--- src/rtl/errq_pkg.sv ---
`timescale 1ns/1ps
package errq_pkg;

    // Occupancy classes of the record queue.
    typedef enum logic [1:0] {
        Q_EMPTY = 2'd0,
        Q_PART  = 2'd1,
        Q_FULL  = 2'd2,
        Q_OVF   = 2'd3
    } occ_state_e;

    // Pointer width for a queue of the given depth.
    function automatic int ptr_bits(input int depth);
        return (depth > 1) ? $clog2(depth) : 1;
    endfunction

endpackage

--- src/rtl/errq_filter.sv ---
`timescale 1ns/1ps
module errq_filter #(
    parameter int KIND_W = 8
) (
    input  logic              push_valid,
    input  logic [KIND_W-1:0] push_kind,
    input  logic [KIND_W-1:0] event_en,
    output logic              accept
);

    logic [KIND_W-1:0] hit;

    // A record passes when any of its type bits is enabled.
    always_comb begin
        hit    = push_kind & event_en;
        accept = push_valid && (hit != '0);
    end

endmodule

--- src/rtl/errq_ctrl.sv ---
`timescale 1ns/1ps
module errq_ctrl
    import errq_pkg::*;
#(
    parameter int DEPTH = 8,
    parameter int PTR_W = 3,
    parameter int OCC_W = 4
) (
    input  logic             clk,
    input  logic             rst_n,
    input  logic             clear,
    input  logic             push,
    input  logic             pop,
    output logic             wr_en,
    output logic             wr_marker,
    output logic [PTR_W-1:0] wr_idx,
    output logic             rd_en,
    output logic             rd_sentinel,
    output logic [PTR_W-1:0] rd_idx,
    output logic [OCC_W-1:0] occ,
    output occ_state_e       state
);

    localparam logic [PTR_W-1:0] LAST_IDX = PTR_W'(DEPTH - 1);
    localparam logic [OCC_W-1:0] OCC_FULL = OCC_W'(DEPTH);
    localparam logic [OCC_W-1:0] OCC_ONE  = OCC_W'(1);
    localparam logic [OCC_W-1:0] OCC_NEAR = OCC_W'(DEPTH - 1);
    localparam occ_state_e AFTER_FREE = (DEPTH == 1) ? Q_EMPTY : Q_PART;
    localparam occ_state_e AFTER_STORE = (DEPTH == 1) ? Q_FULL : Q_PART;

    occ_state_e       state_q, state_d;
    logic [PTR_W-1:0] head_q, tail_q;
    logic [OCC_W-1:0] occ_q;
    logic [PTR_W-1:0] newest;
    logic             wr_adv, rd_adv;

    function automatic logic [PTR_W-1:0] step(input logic [PTR_W-1:0] p);
        return (p == LAST_IDX) ? '0 : p + PTR_W'(1);
    endfunction

    always_comb begin
        newest = (tail_q == '0) ? LAST_IDX : tail_q - PTR_W'(1);
    end

    // Output decode per state.
    always_comb begin
        wr_en       = 1'b0;
        wr_marker   = 1'b0;
        wr_idx      = tail_q;
        rd_en       = 1'b0;
        rd_sentinel = 1'b0;
        rd_idx      = head_q;
        if (!clear) begin
            unique case (state_q)
                Q_EMPTY: begin
                    wr_en       = push;
                    rd_sentinel = pop;
                end
                Q_PART: begin
                    wr_en = push;
                    rd_en = pop;
                end
                Q_FULL: begin
                    rd_en = pop;
                    if (push && pop) begin
                        wr_en = 1'b1;
                    end else if (push) begin
                        wr_en     = 1'b1;
                        wr_marker = 1'b1;
                        wr_idx    = newest;
                    end
                end
                Q_OVF: begin
                    rd_en = pop;
                    wr_en = push && pop;
                end
                default: begin
                    wr_en = 1'b0;
                end
            endcase
        end
    end

    always_comb begin
        wr_adv = wr_en && !wr_marker;
        rd_adv = rd_en;
    end

    // Next-state selection.
    always_comb begin
        state_d = state_q;
        if (clear) begin
            state_d = Q_EMPTY;
        end else begin
            unique case (state_q)
                Q_EMPTY: begin
                    if (wr_adv) state_d = AFTER_STORE;
                end
                Q_PART: begin
                    if (wr_adv && !rd_adv && occ_q == OCC_NEAR)
                        state_d = Q_FULL;
                    else if (rd_adv && !wr_adv && occ_q == OCC_ONE)
                        state_d = Q_EMPTY;
                end
                Q_FULL: begin
                    if (wr_marker)
                        state_d = Q_OVF;
                    else if (rd_adv && !wr_adv)
                        state_d = AFTER_FREE;
                end
                Q_OVF: begin
                    if (rd_adv && !wr_adv)
                        state_d = AFTER_FREE;
                    else if (rd_adv && wr_adv)
                        state_d = Q_FULL;
                end
                default: state_d = Q_EMPTY;
            endcase
        end
    end

    // State register.
    always_ff @(posedge clk) begin
        if (!rst_n) state_q <= Q_EMPTY;
        else        state_q <= state_d;
    end

    // Pointers and occupancy.
    always_ff @(posedge clk) begin
        if (!rst_n || clear) begin
            head_q <= '0;
            tail_q <= '0;
            occ_q  <= '0;
        end else begin
            if (wr_adv) tail_q <= step(tail_q);
            if (rd_adv) head_q <= step(head_q);
            if (wr_adv && !rd_adv)      occ_q <= occ_q + OCC_W'(1);
            else if (rd_adv && !wr_adv) occ_q <= occ_q - OCC_W'(1);
        end
    end

    always_comb begin
        occ   = occ_q;
        state = state_q;
    end

    logic unused_full;
    assign unused_full = (OCC_FULL == '0);

endmodule

--- src/rtl/errq_store.sv ---
`timescale 1ns/1ps
module errq_store #(
    parameter int DEPTH      = 8,
    parameter int PTR_W      = 3,
    parameter int CODE_W     = 16,
    parameter int KIND_W     = 8,
    parameter int OVF_CODE   = -350,
    parameter int OVF_KIND   = 8,
    parameter int NOERR_CODE = 0
) (
    input  logic              clk,
    input  logic              rst_n,
    input  logic              wr_en,
    input  logic              wr_marker,
    input  logic [PTR_W-1:0]  wr_idx,
    input  logic [CODE_W-1:0] wr_code,
    input  logic [KIND_W-1:0] wr_kind,
    input  logic              rd_en,
    input  logic              rd_sentinel,
    input  logic [PTR_W-1:0]  rd_idx,
    output logic              rd_valid,
    output logic [CODE_W-1:0] rd_code,
    output logic [KIND_W-1:0] rd_kind
);

    localparam logic [CODE_W-1:0] MARK_CODE = CODE_W'(OVF_CODE);
    localparam logic [KIND_W-1:0] MARK_KIND = KIND_W'(OVF_KIND);
    localparam logic [CODE_W-1:0] NONE_CODE = CODE_W'(NOERR_CODE);

    logic [CODE_W-1:0] din_code;
    logic [KIND_W-1:0] din_kind;
    logic [CODE_W-1:0] code_arr [DEPTH];
    logic [KIND_W-1:0] kind_arr [DEPTH];

    always_comb begin
        din_code = wr_marker ? MARK_CODE : wr_code;
        din_kind = wr_marker ? MARK_KIND : wr_kind;
    end

    for (genvar gi = 0; gi < DEPTH; gi++) begin : g_slot
        logic [CODE_W-1:0] code_q;
        logic [KIND_W-1:0] kind_q;
        always_ff @(posedge clk) begin
            if (wr_en && wr_idx == PTR_W'(gi)) begin
                code_q <= din_code;
                kind_q <= din_kind;
            end
        end
        assign code_arr[gi] = code_q;
        assign kind_arr[gi] = kind_q;
    end

    // Registered read port.
    always_ff @(posedge clk) begin
        if (!rst_n) begin
            rd_valid <= 1'b0;
            rd_code  <= NONE_CODE;
            rd_kind  <= '0;
        end else if (rd_en) begin
            rd_valid <= 1'b1;
            rd_code  <= code_arr[rd_idx];
            rd_kind  <= kind_arr[rd_idx];
        end else if (rd_sentinel) begin
            rd_valid <= 1'b1;
            rd_code  <= NONE_CODE;
            rd_kind  <= '0;
        end else begin
            rd_valid <= 1'b0;
        end
    end

endmodule

--- src/rtl/errq_top.sv ---
`timescale 1ns/1ps
module errq_top
    import errq_pkg::*;
#(
    parameter int DEPTH      = 8,
    parameter int CODE_W     = 16,
    parameter int KIND_W     = 8,
    parameter int OVF_CODE   = -350,
    parameter int OVF_KIND   = 8,
    parameter int NOERR_CODE = 0
) (
    input  logic              clk,
    input  logic              rst_n,
    input  logic              clear,
    input  logic              push_valid,
    input  logic [CODE_W-1:0] push_code,
    input  logic [KIND_W-1:0] push_kind,
    input  logic [KIND_W-1:0] event_en,
    input  logic              pop,
    output logic              rd_valid,
    output logic [CODE_W-1:0] rd_code,
    output logic [KIND_W-1:0] rd_kind,
    output logic              not_empty
);

    localparam int PTR_W = ptr_bits(DEPTH);
    localparam int OCC_W = $clog2(DEPTH + 1);

    logic             accept;
    logic             wr_en, wr_marker, rd_en, rd_sentinel;
    logic [PTR_W-1:0] wr_idx, rd_idx;
    logic [OCC_W-1:0] occ;
    occ_state_e       state;

    errq_filter #(.KIND_W(KIND_W)) u_filter (
        .push_valid (push_valid),
        .push_kind  (push_kind),
        .event_en   (event_en),
        .accept     (accept)
    );

    errq_ctrl #(.DEPTH(DEPTH), .PTR_W(PTR_W), .OCC_W(OCC_W)) u_ctrl (
        .clk         (clk),
        .rst_n       (rst_n),
        .clear       (clear),
        .push        (accept),
        .pop         (pop),
        .wr_en       (wr_en),
        .wr_marker   (wr_marker),
        .wr_idx      (wr_idx),
        .rd_en       (rd_en),
        .rd_sentinel (rd_sentinel),
        .rd_idx      (rd_idx),
        .occ         (occ),
        .state       (state)
    );

    errq_store #(
        .DEPTH(DEPTH), .PTR_W(PTR_W), .CODE_W(CODE_W), .KIND_W(KIND_W),
        .OVF_CODE(OVF_CODE), .OVF_KIND(OVF_KIND), .NOERR_CODE(NOERR_CODE)
    ) u_store (
        .clk         (clk),
        .rst_n       (rst_n),
        .wr_en       (wr_en),
        .wr_marker   (wr_marker),
        .wr_idx      (wr_idx),
        .wr_code     (push_code),
        .wr_kind     (push_kind),
        .rd_en       (rd_en),
        .rd_sentinel (rd_sentinel),
        .rd_idx      (rd_idx),
        .rd_valid    (rd_valid),
        .rd_code     (rd_code),
        .rd_kind     (rd_kind)
    );

    // Summary flag comes from the occupancy state.
    always_comb begin
        not_empty = (state != Q_EMPTY);
    end

endmodule

--- config.mk ---
export PLATFORM = sky130hd
export DESIGN_NAME = errq_top
export DESIGN_NICKNAME = d
export VERILOG_FILES = /design/src/rtl/errq_pkg.sv /design/src/rtl/errq_filter.sv /design/src/rtl/errq_ctrl.sv /design/src/rtl/errq_store.sv /design/src/rtl/errq_top.sv
export SDC_FILE = /design/constraint.sdc
export NUM_CORES = 1
export LEC_CHECK = 0
export BUFFER_PORTS_ARGS = -buffer_cell sky130_fd_sc_hd__buf_2
export CORE_UTILIZATION = 50
export DETAILED_ROUTE_END_ITERATION = 12
export PLACE_DENSITY = 0.71
export SLEW_MARGIN = 20
export SYNTH_ARGS = -nofsm -noshare
export SYNTH_HDL_FRONTEND = slang
export SYNTH_SLANG_ARGS = --single-unit
export TNS_END_PERCENT = 50
--- constraint.sdc ---
create_clock -name clk -period 3.35 [get_ports clk]
set_input_delay 0 -clock clk [delete_from_list [all_inputs] [get_ports clk]]
set_output_delay 0 -clock clk [all_outputs]
set_load 0.01 [all_outputs]
==> results, run 1 <==
- A synthesized cell averages between 15 and 20 sq um.
- The tightest min-delay check is of the input port to flop type.
- The insertion delay of the later-clocked pin in the worst-skew pair is around 0.50 ns.
- The critical path class is flop to flop.
- Counting flops and latches in the post-synthesis netlist gives about 230.
- The critical path starts at u_ctrl.state[1].
- On the worst path, the slowest cell contributes a delay of 0.70 ns.
- The signal arrival time at the worst endpoint is between 2 and 3 ns.
- The CTS tree is built.
- The endpoint of the worst-slack reg-to-reg timing path is u_store.g_slot[1].code_q[7].
- The transition time of the tightest slew-check pin is between 0.7 and 0.8 ns.
- The synthesized design contains ~190 enable-type register cells.
- The level count of the clock H-tree is 1.
- Relative to the synthesized area, the layout overhead comes to 18.1%.
- 63 I/O pins were placed.
- After Yosys synthesis, XOR and XNOR cells account for less than 1% of the synthesized area.
- After legalization and detailed placement, the total HPWL measured 11400 um.
- The post-synthesis simple-gate area fraction is 6.28%.
- The number of endpoints with negative hold slack in the final report was 0.
- For this design, the sink count on the clock tree is between 200 and 250.
- The launching element type of the critical path is a flop.
- The number of different library cells used by synthesis comes to between 40 and 50.
- The aggregate global-route resource usage is 20.7%.
- The async set or reset register ratio after synthesis is 0%.
- The share of final-layout standard cells stronger than drive strength 1 is between 20 and 30%.
- After floorplanning, the core was sized to cover 17500 sq um.
- In this run the tool buffered the top-level ports with between 60 and 70 buffer cells.
- The Yosys step of the flow raised 0 warnings.
- The synthesized netlist devotes 2.83% of its cell area to compound gates.
- The first-pass iteration count of the detailed router is 5.
- In this run, post-CTS repair resized a total of 0 instances.
- The sequential-to-total area share from yosys stat is 72.1%.
- Summing the areas of all fa, ha and maj instances in the mapped netlist gives 1.53% of the synthesized area.
- The library cell with the largest summed area after synthesis is edfxtp_1.
- The biggest fanout along the worst timing path is 16.
- The average detailed-routed wire length per instance is approximately 21 um.
- The routed length on met2 is between 8000 and 9000 um.
- The overall power of the completed layout is roughly 6 mW.
- Measured in cells, the most critical reg-to-reg path has a length of 6.
- Based on the critical path, the design can be clocked at up to 0.368 GHz.
- Hold timing on the final database bottoms out at a slack of ~0.0092 ns.
- The antenna diode instance count is 0.
- The count of pins over their slew limit is 0.
- The horizontal die dimension is between 100 and 150 um.
- The count of vias placed by the detailed router is ~4.8k.
- The signal on the critical path passes through nand2b_2, nor2_4, nand3_2, o21ai_0, and4b_1, buf_4.
- The floorplan die height is 136 um.
- The netlist area before placement is ~9000 sq um.
- The largest family of logic cells by synthesized area is multiplexers.
- Routability-driven placement finished with a final weighted congestion of between 0.8 and 0.9.
- For this configuration, the core starts out at a cell density of 51.6%.
- Synthesis produced a netlist whose cell count is 502.
- In this run the most critical hold path is launched from push_code[14].
- STA classifies the critical path endpoint as a flop.
- For this design, the CTS-stage hold fixing added 14 buffers.
- The number of setup buffers added after CTS is 0.
- Ranked by total cell area, the synthesized netlist is headed by edfxtp_1 (64%), mux4_2 (12%), dfxtp_1 (8.2%), mux2i_1 (3.1%), ha_1 (1.5%).
- The via count of the first global-routing pass is ~5.0k.
- Setup total negative slack on the finished layout was measured at 0 ns.
- The number of nets in the synthesized netlist is 550.
- The cell count after placement is 787.
- The length of routed wiring on met1 is around 7700 um.
- The most used flip-flop cell after synthesis is edfxtp_1.
- The number of standard cells in the layout, taps in and fillers out is about 840.
- On the final layout, the worst clock skew is 0.00745 ns.
- The met3 routed wirelength is a little over 900 um.
- For this run, the share of the core covered by cells in the final layout is 61.0%.
- Across the run, the number of max-cap violations was 0.
- The highest layer touched by signal routing is met4.
- In this run the static leakage power is 3.59 nW.
- The top cell type's share of synthesized area is between 60 and 70%.
- After the last flow step, the layout net total stands at between 600 and 700.
- Row generation in the floorplan step produced between 40 and 50 rows.
- The cell chosen for the clock root is clkbuf_16.
- In this run the register-to-register setup slack is 0.63 ns.
- Along the worst hold path, the cell count comes to 2.
- Among all stages on the critical path, the largest delay is contributed by and4b_1.
- Of the post-synthesis cell area, the part taken by muxes is 15.3%.
- Entering global routing, the biggest net connects 37 pins.
- Across the VDD grid, the largest voltage drop is 346 uV.
- The total overflow left after global routing is 0.
- The DRC violation count after routing is 0.
- The total wire length is roughly 18000 um.
- Headroom to the max-slew limit came out at a little over half.
- The die covers 18600 sq um.
- Using the TritonRoute via totals, the vias-per-cell ratio works out to about 5.7.
- The DRC violation total after the first TritonRoute iteration is approximately 340.
- The total CTS buffers is 24.
- The number of antenna violations at the first check in global routing was 0.
- The time the final worst path needs with I/O delays and setup is 2.72 ns.
- In this run the deepest clock path goes through 3 buffers.
- Setup repair after global routing left no endpoint under its margin.
- The setup violation total in the final timing report is 0.
- The run finished with clean final reports.
- The startpoint of the worst register-to-register path is u_ctrl.state[1].
- The first global-routing pass estimated about 28000 um of wire.
- The clock-pin slew on the worst setup and hold paths is roughly 0.060 ns.
- The detail route stage leaves a number of antenna-violating nets equal to 0.
- The critical path data required time is roughly 3.6 ns.
- Dividing total power by cell area gives a power density of between 500 and 600 nW/um^2.
- For hold timing, the worst endpoint is u_store.g_slot[2].code_q[14].
- The period utilization is about four fifths.
-- flip-flops by register name, indices dropped and copies added, names as in the netlist --
signal and flops:
u_ctrl.occ 4, u_ctrl.rd_idx 3, u_store.rd_code 16, u_store.rd_kind 8, u_store.g_slot.kind_q 64, u_store.g_slot.code_q 128
u_ctrl.tail_q 3, u_ctrl.state 2, u_store.rd_valid 1
-- per-stage QoR --
step                      setup WS, ns  instance area, sq um
final                            0.634                 10700
after global routing             0.447                 10700
after CTS                        0.654                 10700
after detailed placement         0.661                  9750
after global placement           0.804                  9750
after floorplan              0.0000340                  9030
-- per-layer routing --
layer	track usage, %	up-vias
met4	6.91	0
li1	-	2169
met2	33.4	150
met5	0	-
met1	29.0	2452
met3	3.17	28
-- final cells by class --
type                    count  area, sq um
repair buffers             98          653
flip-flops and latches    229         6510
multi-input cells         240         2410
well taps                 225          282
inverters                   9         33.8
clock inverters             5         50.0
clock buffers              38          724
fillers                  1262         6810
-- placed cells by master, fill, tap and decap left out, types with 3 or more instances in the layout --
master           n
edfxtp_1       192
buf_2           62
mux4_2          48
dfxtp_1         35
nand2_1         34
mux2i_1         28
o21ai_0         27
clkbuf_16       25
buf_4           19
nand2b_1        15
and2_1          14
dlygate4sd3_1   14
nor2_1          11
ha_1            11
inv_1            8
a21oi_1          8
clkbuf_1         8
nor3_2           5
clkbuf_8         5
a22oi_1          4
or3_1            3
nor3b_1          3
buf_12           3
-- cells in the mapped netlist, drive strengths merged, types with 2 or more instances --
library cell,instances
a211oi,2
a21oi,8
a22oi,4
and2,14
buf,13
clkbuf,11
dfxtp,37
edfxtp,192
ha,11
inv,9
mux2i,28
mux4,48
nand2,34
nand2b,16
nand3,2
nand4,2
nand4b,2
nor2,12
nor3,7
nor3b,3
o21ai,27
or3,3
or3b,2
xor2,2
-- critical path: cells and delay by family (launching register included) --
family | cells | cell delay, ns
AND/OR/NAND/NOR | 4 | 1.23
AO/OA/AOI/OAI | 1 | 0.45
flip-flops | 1 | 0.42
buffers and inverters | 1 | 0.30
-- where the power goes --
| group | internal, mW | switching [mW] | leakage [nW] | total (mW) |
|---|---|---|---|---|
| logic | 0.0760 | 0.101 | 1.18 | 0.177 |
| registers | 3.11 | 0.0105 | 2.03 | 3.12 |
| clock network | 1.55 | 1.02 | 0.375 | 2.57 |
-- cell families (layout without fill, tap and decap cells) --
kind of cell | Yosys count | in the layout
compound gates | 45 | 45
xor+xnor | 3 | 3
flops | 229 | 229
fa+ha+maj | 11 | 11
buf+inv | 33 | 150
mux | 77 | 77
simple gates | 104 | 104
-- worst max path at each step --
| stage | end | slack, ns | cells past startpoint |
|---|---|---|---|
| floorplan | u_store.g_slot[6].code_q[0] | 0.00003 | 5 |
| global placement | u_store.g_slot[1].code_q[2] | 0.80 | 6 |
| detailed placement | u_store.g_slot[1].code_q[6] | 0.66 | 6 |
| CTS | u_store.g_slot[1].code_q[7] | 0.65 | 6 |
| global route | u_store.g_slot[1].code_q[7] | 0.45 | 6 |
| finish | u_store.g_slot[1].code_q[7] | 0.63 | 6 |
Note: power is estimated with default switching activity, not from simulation.
==> inputs of run 2 (changes only) <==
Settings changed: PLACE_DENSITY 0.71 to 0.68.
Clock period 3.35 ns to 2.65 ns, I/O delays scaled along.
==> results, run 2 (synthesized netlist as in run 1, its figures left out) <==
- The run finished with clean final reports.
- The number of endpoints with negative hold slack in the final report is 0 (unchanged).
- The share of final-layout standard cells stronger than drive strength 1 is 28.8% (-0.32 points).
- The placer's final routability congestion estimate is 0.791 (-1.9%).
- The average detailed-routed wire length per instance is 20.2 um (-4.7%).
- The total power divided by cell area is 685 nW/um^2 (+24%).
- The insertion delay of the later-clocked pin in the worst-skew pair is 0.50 ns (about the same).
- The total half-perimeter wirelength after legalization and detailed placement is 10400 um (-8.2%).
- The total clock sinks came to 229 (unchanged).
- The biggest fanout along the worst timing path came to 14 (-2).
- The count of pins over their slew limit is 0 (unchanged).
- The headroom to the max-slew limit is 59.0% (+7.0 points).
- The DRC violation count after routing is 0 (unchanged).
- The largest net degree at the start of global routing is 25 (-32%).
- The worst setup skew after layout is 0.0156 ns (+0.00815 ns).
- The floorplan die height was 136 um (unchanged).
- The number of antenna violations at the first check in global routing is 0 (unchanged).
- The number of port buffers was 62 (unchanged).
- The setup violation total in the final timing report is 0 (unchanged).
- TritonCTS built the clock tree.
- The signal arrival time at the worst endpoint is 2.45 ns (-0.47 ns).
- The via count of the first global-routing pass is 4909 (-2.0%).
- The critical path data required time is 2.82 ns (-0.73 ns).
- The setup path with the least slack is of type flop to flop.
- The layout filler cell count is 1254 (-0.63%).
- The leakage component of the power came to 3.59 nW (-0.15%).
- The timing-limited maximum frequency was 0.439 GHz (+19%).
- The proportion of power drawn by combinational gates is 3.1% (about the same).
- The number of top-level pins is 63 (unchanged).
- Ranked by flip-flop count, first place goes to u_store.g_slot.code_q.
- In the final layout, the registers with the most flip-flops are u_store.g_slot.code_q x128, u_store.g_slot.kind_q x64, u_store.rd_code x16.
- The standard-cell row count is 48 (unchanged).
- The path depth of the worst reg2reg path is 8 (+2).
- The number of flip-flops under the largest register name was 128 (unchanged).
- The total wire length came to 17100 um (-4.7%).
- The area growth from synthesis to layout is 18.0%.
- The number of buffers on the longest clock path was 3 (unchanged).
- The transition time of the tightest slew-check pin is 0.613 ns (-0.106 ns).
- The fraction of power spent switching nets is 19.1% (-0.15 points).
- The number of nets in the layout is 651 (+0.15%).
- The area of combinational cells with multiple inputs is 2410 sq um (+0.26%).
- The cell depth of the worst min-delay path is 2 (unchanged).
- The first-pass GRT wire length came to 26800 um (-5.0%).
- The met3 routed wirelength is 752 um (-17%).
- The summed negative setup slack over all endpoints is 0 ns (unchanged).
- The first-pass iteration count of the detailed router was 4 (-1).
- The cell count after placement was 789 (+0.25%).
- The die outline area came to 18600 sq um (unchanged).
- The aggregate global-route resource usage is 19.5% (-1.2 points).
- The level count of the clock H-tree is 1 (unchanged).
- In the layout the commonest cells are edfxtp_1 (192), buf_2 (62), mux4_2 (48), dfxtp_1 (35), nand2_1 (34).
- The worst-case vdd ir drop is 436 uV (+26%).
- The total CTS buffers is 23 (-4.2%).
- The area used by sequential logic in the layout is 6510 sq um (unchanged).
- The path category of the worst min-delay check is input port to flop.
- The proportion of power drawn by flip-flops and latches is 54.0% (+0.8 points).
- Setup repair after global routing left no endpoint under its margin.
- The horizontal die dimension is 136 um (unchanged).
- The length of routed wiring on met1 is 7360 um (-4.2%).
- The highest metal layer carrying signal wires in the routed design is met4.
- The worst setup path is launched from a flop.
- The core area is 17500 sq um (unchanged).
- The number of vias per cell is 5.58 (-1.9%).
- The count of max-cap constraint violations is 0 (unchanged).
- The cell chosen for the clock root is clkbuf_16.
- The count of vias placed by the detailed router was 4710 (-1.9%).
- STA classifies the critical path endpoint as a flop.
- The routed length on met2 was 8650 um (-2.9%).
- The antenna diode instance count was 0 (unchanged).
- The clock-pin slew on the worst setup and hold paths came to 0.06 ns (about the same).
- The internal power contribution is 5.90 mW (+25%).
- The number of setup buffers added after CTS is 0 (unchanged).
- Leaving out fill and tap cells, the most frequent cell in the layout is edfxtp_1.
- The global route total overflow is 0 (unchanged).
- The number of nets with antenna violations after detailed routing was 0 (unchanged).
- The core occupancy in the finished layout is 60.9% (-0.086 points).
- The starting density of the core is 51.6% (unchanged).
- The slack of the critical path is 0.374 ns (-0.260 ns).
- The switching power summed over all nets was 1.39 mW (+23%).
- The period utilization is 85.9% (+4.8 points).
- The number of standard cells in the layout, taps in and fillers out was 844 (unchanged).
- The DRC violation total after the first TritonRoute iteration is 352 (+2.6%).
- The time the final worst path needs with I/O delays and setup is 2.28 ns (-0.440 ns).
- The pre-CTS worst setup slack was 0.378 ns (-0.283 ns).
- The clock share of power is 42.9% (-0.9 points).
[run 2: path summary, 6_finish.rpt]
path,from,slack [ns],end
worst max-delay path,u_ctrl.tail_q[0],0.37,u_store.g_slot[3].code_q[10]
worst min-delay path,push_code[12],0.01,u_store.g_slot[6].code_q[12]
worst max register to register,u_ctrl.tail_q[0],0.37,u_store.g_slot[3].code_q[10]
worst min register to register,u_store.rd_code[7],0.44,u_store.rd_code[7]
[run 2: critical path, cell delays in order, from the launching register on]
cell and delay (ns):
dfxtp_1 0.43, inv_1 0.09, ha_1 0.23, nor2_1 0.13
nor3_1 0.06, nor2_1 0.29, o21ai_0 0.27, nor3_2 0.19
buf_4 0.27
[run 2: final cells by class]
| type | count | area share (%) |
|---|---|---|
| Sequential cell | 229 | 61.2 |
| Tap cell | 225 | 2.64 |
| Multi-Input combinational cell | 240 | 22.7 |
| Timing Repair Buffer | 100 | 6.39 |
| Inverter | 9 | 0.317 |
| Clock buffer | 27 | 5.55 |
| Clock inverter | 14 | 1.27 |
[run 2: what timing repair did]
action,in CTS,in global routing
endpoints found under the setup margin,0,0
hold endpoints to repair,87,0
hold buffers,14,0
resized for setup,0,0
[run 2: power groups by stage]
stage,clock network (mW),registers [mW],logic (mW)
after floorplan,0,4.01,0.121
after global placement,0,4.01,0.201
after detailed placement,0,4.02,0.209
after CTS,3.19,3.94,0.225
after global routing,3.33,3.94,0.246
final,3.13,3.94,0.222
[run 2: through the flow]
step	total power [mW]	instance area, sq um	hold slack, ns
global route	7.51	10600	0.0418
detailed placement	4.22	9780	0.254
global placement	4.22	9780	0.251
finish	7.29	10600	0.0142
floorplan	4.14	9030	0.112
CTS	7.35	10600	0.00259
[run 2: metal layers]
metal | vias up | global-route usage [%]
met5 | - | 0
met4 | 0 | 5.62
met1 | 2391 | 26.2
met3 | 28 | 2.80
met2 | 125 | 33.1
li1 | 2166 | -
